==> config.mk <==
export PLATFORM = sky130hd
export DESIGN_NAME = fe_readout_seq
export DESIGN_NICKNAME = d
export VERILOG_FILES = /design/src/rtl/fe_readout_pkg.sv /design/src/rtl/fe_hold_timer.sv /design/src/rtl/fe_chan_stepper.sv /design/src/rtl/fe_out_stage.sv /design/src/rtl/fe_readout_seq.sv
export SDC_FILE = /design/constraint.sdc
export NUM_CORES = 1
export LEC_CHECK = 0
export ABC_AREA = 1
export BUFFER_PORTS_ARGS = -buffer_cell sky130_fd_sc_hd__buf_4
export CORE_UTILIZATION = 40
export DETAILED_ROUTE_END_ITERATION = 12
export GPL_TIMING_DRIVEN = 0
export PLACE_DENSITY = 0.67
export SYNTH_ARGS = -nofsm -noshare
export SYNTH_HDL_FRONTEND = slang
export SYNTH_SLANG_ARGS = --single-unit
==> constraint.sdc <==
create_clock -name clk_i -period 6 [get_ports clk_i]
set_clock_uncertainty 0.1 [all_clocks]
set_input_delay 1.2 -clock clk_i [delete_from_list [all_inputs] [get_ports clk_i]]
set_output_delay 1.2 -clock clk_i [all_outputs]
set_load 0.03 [all_outputs]
==> src/rtl/fe_readout_pkg.sv <==
package fe_readout_pkg;
  typedef enum logic [1:0] {
    ST_IDLE,
    ST_WAIT,
    ST_CONV,
    ST_DRAIN
  } seq_state_e;

  function automatic int idx_w(input int n);
    return (n > 1) ? $clog2(n) : 1;
  endfunction
endpackage

==> src/rtl/fe_hold_timer.sv <==
module fe_hold_timer #(
  parameter int DLY_W = 8
) (
  input  logic             clk_i,
  input  logic             rst_ni,
  input  logic             start_i,
  input  logic [DLY_W-1:0] dly_i,
  output logic             done_o
);
  logic             active_q;
  logic [DLY_W-1:0] cnt_q, dly_q;

  always_ff @(posedge clk_i or negedge rst_ni) begin
    if (!rst_ni) begin
      active_q <= 1'b0;
      cnt_q    <= '0;
      dly_q    <= '0;
    end else if (start_i) begin
      active_q <= 1'b1;
      cnt_q    <= DLY_W'(1);
      dly_q    <= (dly_i == '0) ? DLY_W'(1) : dly_i;
    end else if (active_q) begin
      if (cnt_q == dly_q) active_q <= 1'b0;
      else                cnt_q    <= cnt_q + 1'b1;
    end
  end

  // fires on the edge that is dly cycles after the start edge
  assign done_o = active_q && (cnt_q == dly_q);
endmodule

==> src/rtl/fe_chan_stepper.sv <==
module fe_chan_stepper
  import fe_readout_pkg::*;
#(
  parameter int N_CHIPS = 6,
  parameter int N_CHANS = 18,
  parameter int PER_W   = 6,
  localparam int CHIP_W = idx_w(N_CHIPS),
  localparam int CHAN_W = idx_w(N_CHANS)
) (
  input  logic              clk_i,
  input  logic              rst_ni,
  input  logic              clear_i,
  input  logic              run_i,
  input  logic              stall_i,
  input  logic [PER_W-1:0]  period_i,
  output logic [CHIP_W-1:0] chip_o,
  output logic [CHAN_W-1:0] chan_o,
  output logic              strobe_o,
  output logic              last_o
);
  logic [PER_W-1:0]  per_q, ph_q, strobe_ph;
  logic [CHIP_W-1:0] chip_q;
  logic [CHAN_W-1:0] chan_q;
  logic              at_strobe, last_chan, last_chip;

  assign strobe_ph = per_q >> 1;
  assign at_strobe = run_i && (ph_q == strobe_ph);
  assign last_chan = (chan_q == CHAN_W'(N_CHANS - 1));
  assign last_chip = (chip_q == CHIP_W'(N_CHIPS - 1));
  assign strobe_o  = at_strobe && !stall_i;
  assign last_o    = strobe_o && last_chan && last_chip;
  assign chip_o    = chip_q;
  assign chan_o    = chan_q;

  always_ff @(posedge clk_i or negedge rst_ni) begin
    if (!rst_ni) begin
      per_q  <= PER_W'(2);
      ph_q   <= '0;
      chip_q <= '0;
      chan_q <= '0;
    end else if (clear_i) begin
      per_q  <= (period_i < PER_W'(2)) ? PER_W'(2) : period_i;
      ph_q   <= '0;
      chip_q <= '0;
      chan_q <= '0;
    end else if (run_i && !(at_strobe && stall_i)) begin
      if (ph_q == per_q - 1'b1) begin
        ph_q <= '0;
        if (last_chan) begin
          chan_q <= '0;
          chip_q <= last_chip ? '0 : chip_q + 1'b1;
        end else begin
          chan_q <= chan_q + 1'b1;
        end
      end else begin
        ph_q <= ph_q + 1'b1;
      end
    end
  end
endmodule

==> src/rtl/fe_out_stage.sv <==
module fe_out_stage #(
  parameter int W = 22
) (
  input  logic         clk_i,
  input  logic         rst_ni,
  input  logic         load_i,
  input  logic         load_last_i,
  input  logic [W-1:0] din_i,
  input  logic         ready_i,
  output logic         valid_o,
  output logic         last_o,
  output logic [W-1:0] data_o,
  output logic         stall_o
);
  always_ff @(posedge clk_i or negedge rst_ni) begin
    if (!rst_ni) begin
      valid_o <= 1'b0;
      last_o  <= 1'b0;
      data_o  <= '0;
    end else if (load_i) begin
      valid_o <= 1'b1;
      last_o  <= load_last_i;
      data_o  <= din_i;
    end else if (ready_i) begin
      valid_o <= 1'b0;
    end
  end

  assign stall_o = valid_o && !ready_i;
endmodule

==> src/rtl/fe_readout_seq.sv <==
module fe_readout_seq
  import fe_readout_pkg::*;
#(
  parameter int N_CHIPS = 6,
  parameter int N_CHANS = 18,
  parameter int DATA_W  = 14,
  parameter int DLY_W   = 8,
  parameter int PER_W   = 6,
  localparam int CHIP_W = idx_w(N_CHIPS),
  localparam int CHAN_W = idx_w(N_CHANS),
  localparam int WORD_W = CHIP_W + CHAN_W + DATA_W
) (
  input  logic              clk_i,
  input  logic              rst_ni,
  input  logic              trig_i,
  input  logic              calib_en_i,
  input  logic [DLY_W-1:0]  hold_dly_i,
  input  logic [PER_W-1:0]  chan_period_i,
  input  logic [DATA_W-1:0] adc_data_i,
  output logic              adc_strobe_o,
  output logic [CHIP_W-1:0] mux_chip_o,
  output logic [CHAN_W-1:0] mux_chan_o,
  output logic              hold_o,
  output logic              calib_o,
  output logic              busy_o,
  output logic              out_valid_o,
  input  logic              out_ready_i,
  output logic [WORD_W-1:0] out_data_o,
  output logic              out_last_o
);
  seq_state_e state_q;
  logic accept, hold_done, strobe, last_strobe, stall;

  assign accept = (state_q == ST_IDLE) && trig_i;

  fe_hold_timer #(.DLY_W(DLY_W)) u_timer (
    .clk_i   (clk_i),
    .rst_ni  (rst_ni),
    .start_i (accept),
    .dly_i   (hold_dly_i),
    .done_o  (hold_done)
  );

  fe_chan_stepper #(
    .N_CHIPS (N_CHIPS),
    .N_CHANS (N_CHANS),
    .PER_W   (PER_W)
  ) u_stepper (
    .clk_i    (clk_i),
    .rst_ni   (rst_ni),
    .clear_i  (accept),
    .run_i    (state_q == ST_CONV),
    .stall_i  (stall),
    .period_i (chan_period_i),
    .chip_o   (mux_chip_o),
    .chan_o   (mux_chan_o),
    .strobe_o (strobe),
    .last_o   (last_strobe)
  );

  fe_out_stage #(.W(WORD_W)) u_out (
    .clk_i       (clk_i),
    .rst_ni      (rst_ni),
    .load_i      (strobe),
    .load_last_i (last_strobe),
    .din_i       ({mux_chip_o, mux_chan_o, adc_data_i}),
    .ready_i     (out_ready_i),
    .valid_o     (out_valid_o),
    .last_o      (out_last_o),
    .data_o      (out_data_o),
    .stall_o     (stall)
  );

  always_ff @(posedge clk_i or negedge rst_ni) begin
    if (!rst_ni) begin
      state_q <= ST_IDLE;
      hold_o  <= 1'b0;
      calib_o <= 1'b0;
    end else begin
      calib_o <= accept && calib_en_i;
      unique case (state_q)
        ST_IDLE:  if (accept) state_q <= ST_WAIT;
        ST_WAIT:  if (hold_done) begin
                    hold_o  <= 1'b1;
                    state_q <= ST_CONV;
                  end
        ST_CONV:  if (last_strobe) begin
                    hold_o  <= 1'b0;  // release only after the final slot is sampled
                    state_q <= ST_DRAIN;
                  end
        ST_DRAIN: if (out_valid_o && out_ready_i) state_q <= ST_IDLE;
        default:  state_q <= ST_IDLE;
      endcase
    end
  end

  assign busy_o       = (state_q != ST_IDLE);
  assign adc_strobe_o = strobe;
endmodule

==> impl_metrics.env <==
export IMPL_grt_usage=0.181
export IMPL_numCtsBuffers=9
export IMPL_viasPerCell=4.83
export IMPL_arrival_ns=2.28
export IMPL_cts_clk_slew_worst_paths_ns=0.07
export IMPL_numClockSinks=65
export IMPL_place_area_sq_um=4080
export IMPL_wire_per_inst_microns=12.0
export IMPL_path_class="flop to output port"
export IMPL_gr_total_overflow=0
export IMPL_ant_nets=0
export IMPL_max_cap_violations=0
export IMPL_grt_max_degree=66
export IMPL_comb_power_share=0.475
export IMPL_fillers=808
export IMPL_syn_inst=435
export IMPL_grt_pass1_wl_microns=12600
export IMPL_final_common_cell="nand2_1"
export IMPL_timing_slew_headroom=0.445
export IMPL_vdd_drop_max_mv=0.171
export IMPL_place_ws_ns=2.59
export IMPL_status="completed"
export IMPL_dp_hpwl_microns=5540
export IMPL_clk_latency_ns=0.35
export IMPL_dieArea_sq_um=8970
export IMPL_avgSynthCellArea_sq_um=7.90
export IMPL_cp_start_kind="flop"
export IMPL_wl_microns=7490
export IMPL_fin_ws_ns=2.42
export IMPL_intPower_uw=1230
export IMPL_start_util=0.416
export IMPL_cts_max_level=3
export IMPL_gp_congestion=0.929
export IMPL_setup_tns_ns=0
export IMPL_cts_root_buffer="clkbuf_8"
export IMPL_cts_hold_buffers_added=0
export IMPL_ys_types=32
export IMPL_power_total_uw=2220
export IMPL_switching_power_uw=989
export IMPL_power_share_clock=0.189
export IMPL_setup_viol=0
export IMPL_grt_pass1_vias=2862
export IMPL_ys_ff_latch=65
export IMPL_p_per_area_nw_per_um2=516
export IMPL_drive_above_1_share=0.214
export IMPL_io_pins=69
export IMPL_core_area_sq_um=8260
export IMPL_min_period_ns=3.58
export IMPL_yosysWarnings=0
export IMPL_max_freq_ghz=0.279
export IMPL_fp_dieH_microns=94.7
export IMPL_rsz0062_at_grt="no"
export IMPL_hold_violations=0
export IMPL_route_vias_total=3011
export IMPL_hold_path_class="flop to flop"
export IMPL_seqPwrFrac=0.336
export IMPL_final_cell_mix="nand2_1 (160), buf_4 (69), dfrtp_1 (64), inv_1 (47), o21ai_0 (32)"
export IMPL_tightest_slew_ns=0.833
export IMPL_switching_share=0.445
export IMPL_syn_nets=478
export IMPL_num_antenna_cells=0
export IMPL_p_leak_uw=0.00224
export IMPL_dr_pass1_iters=4
export IMPL_slew_violations=0
export IMPL_post_route_period_util=0.597
export IMPL_antenna_found_initial=0
export IMPL_nets=557
export IMPL_netlist_area_sq_um=3440
export IMPL_fin_area_sq_um=4310
export IMPL_cp_max_fo=10
export IMPL_cts_tree="built"
export IMPL_required_ns=4.70
export IMPL_drt_iter0_drc=143
export IMPL_ys_seq_area_frac=0.474
export IMPL_port_buffers=68
export IMPL_cts_setup_buffers=0
export IMPL_cts_buffer_depth=2
export IMPL_drc=0
export IMPL_die_w_microns=94.7
export IMPL_ctsResizeCount=0
export IMPL_syn_to_final_growth_pct=25.3
export IMPL_end_kind="output port"
export IMPL_row_count=33
==> layout make-up <==
type | count | area, sq um | area share
plain buffers | 9 | 55.1 | 0.0128
clock buffers | 9 | 124 | 0.0288
clock inverters | 7 | 103 | 0.0238
inverters | 50 | 188 | 0.0436
multi-input cells | 311 | 1570 | 0.364
flip-flops and latches | 65 | 1630 | 0.378
well taps | 105 | 131 | 0.0305
repair buffers | 68 | 510 | 0.119
==> sequential cells by signal (all words and copies together), names as in the netlist, 2 cells and up <==
signal / flops
u_stepper.per_q: 6
u_timer.dly_q: 8
u_out.data_o: 22
u_stepper.chip_o: 3
state_q: 2
u_timer.cnt_q: 8
u_stepper.ph_q: 6
u_stepper.chan_o: 5
==> worst paths after layout <==
| kind | start | endpoint | slack (ns) | cells past startpoint |
|---|---|---|---|---|
| max | state_q[0]$_DFFE_PN0P_ | adc_strobe_o | 2.42 | 11 |
| min | hold_o$_DFFE_PN0P_ | hold_o$_DFFE_PN0P_ | 0.38 | 2 |
| max reg2reg | state_q[0]$_DFFE_PN0P_ | u_stepper.chan_o[4]$_DFFE_PN0P_ | 3.85 | 8 |
| min reg2reg | hold_o$_DFFE_PN0P_ | hold_o$_DFFE_PN0P_ | 0.38 | 2 |
| max in group asynchronous | rst_ni | u_timer.dly_q[5]$_DFFE_PN0P_ | 4.40 | 1 |
| min in group asynchronous | rst_ni | u_out.data_o[15]$_DFFE_PN0P_ | 0.84 | 1 |
==> cell families (layout without fill, tap and decap cells) <==
logic type               count (synthesis)  in the layout  synth area share
flip-flops                              65             65             0.474
AO/OA/AOI/OAI                           48             48            0.0735
AND/OR/NAND/NOR                        233            233             0.295
buffers and inverters                   59            143            0.0706
adder cells (fa/ha/maj)                 10             10            0.0364
XOR/XNOR                                20             20            0.0510
==> cell usage after synthesis <==
cell	n	share of area
nand2_1	160	0.17
dfrtp_1	64	0.47
inv_1	47	0.051
o21ai_0	32	0.047
nor2_1	24	0.026
nand3_1	13	0.019
ha_1	10	0.036
nand4_1	10	0.018
xnor2_1	10	0.025
xor2_1	10	0.025
o21ai_1	7	0.010
nor3_1	6	0.0087
or2_2	5	0.0091
a21oi_1	4	0.0058
clkbuf_1	4	0.0044
inv_2	3	0.0033
nand2_2	3	0.0055
nor2_2	3	0.0055
buf_2	2	0.0029
buf_6	2	0.0066
nand3_2	2	0.0058
nand3_4	2	0.010
nor4_1	2	0.0036
o22ai_1	2	0.0036
a41oi_1	1	0.0025
buf_4	1	0.0022
dfstp_2	1	0.0076
nand2_4	1	0.0033
nor2_4	1	0.0033
o21ai_2	1	0.0025
o31ai_1	1	0.0022
or3_1	1	0.0018
==> metal layers <==
| layer | global-route usage | wire [microns] | vias to the layer above |
|---|---|---|---|
| met5 | 0 | 0 | - |
| met4 | 0.0884 | 108 | 0 |
| met3 | 0.0370 | 404 | 9 |
| met2 | 0.296 | 3500 | 71 |
| met1 | 0.226 | 3470 | 1398 |
| li1 | - | - | 1533 |
==> metrics by stage <==
step            util  hold slack, ns  cells
6_report       0.521           0.379    624
5_1_grt        0.521           0.396    624
4_1_cts        0.521           0.382    624
3_5_place_dp   0.494           0.362    608
3_3_place_gp   0.494           0.356    608
2_1_floorplan      -           0.369    435
==> worst max-delay path: stages, from the launching register on <==
cell and delay [ns]:
dfrtp_1 0.42, inv_1 0.12, ha_1 0.25, inv_1 0.12, nor2_2 0.09, nand2_1 0.07, nor2_2 0.09, nand3_2 0.14
nor2_4 0.14, buf_6 0.15, buf_4 0.17, buf_4 0.17
==> power by group through the flow <==
| stage | sequential (uW) | clock (uW) | combinational [uW] |
|---|---|---|---|
| floorplan | 897 | 0 | 586 |
| global placement | 745 | 0 | 1040 |
| detailed placement | 754 | 0 | 1060 |
| CTS | 746 | 434 | 1070 |
| global route | 770 | 455 | 1180 |
| finish | 746 | 421 | 1060 |
(Power assumes the default switching activity.)
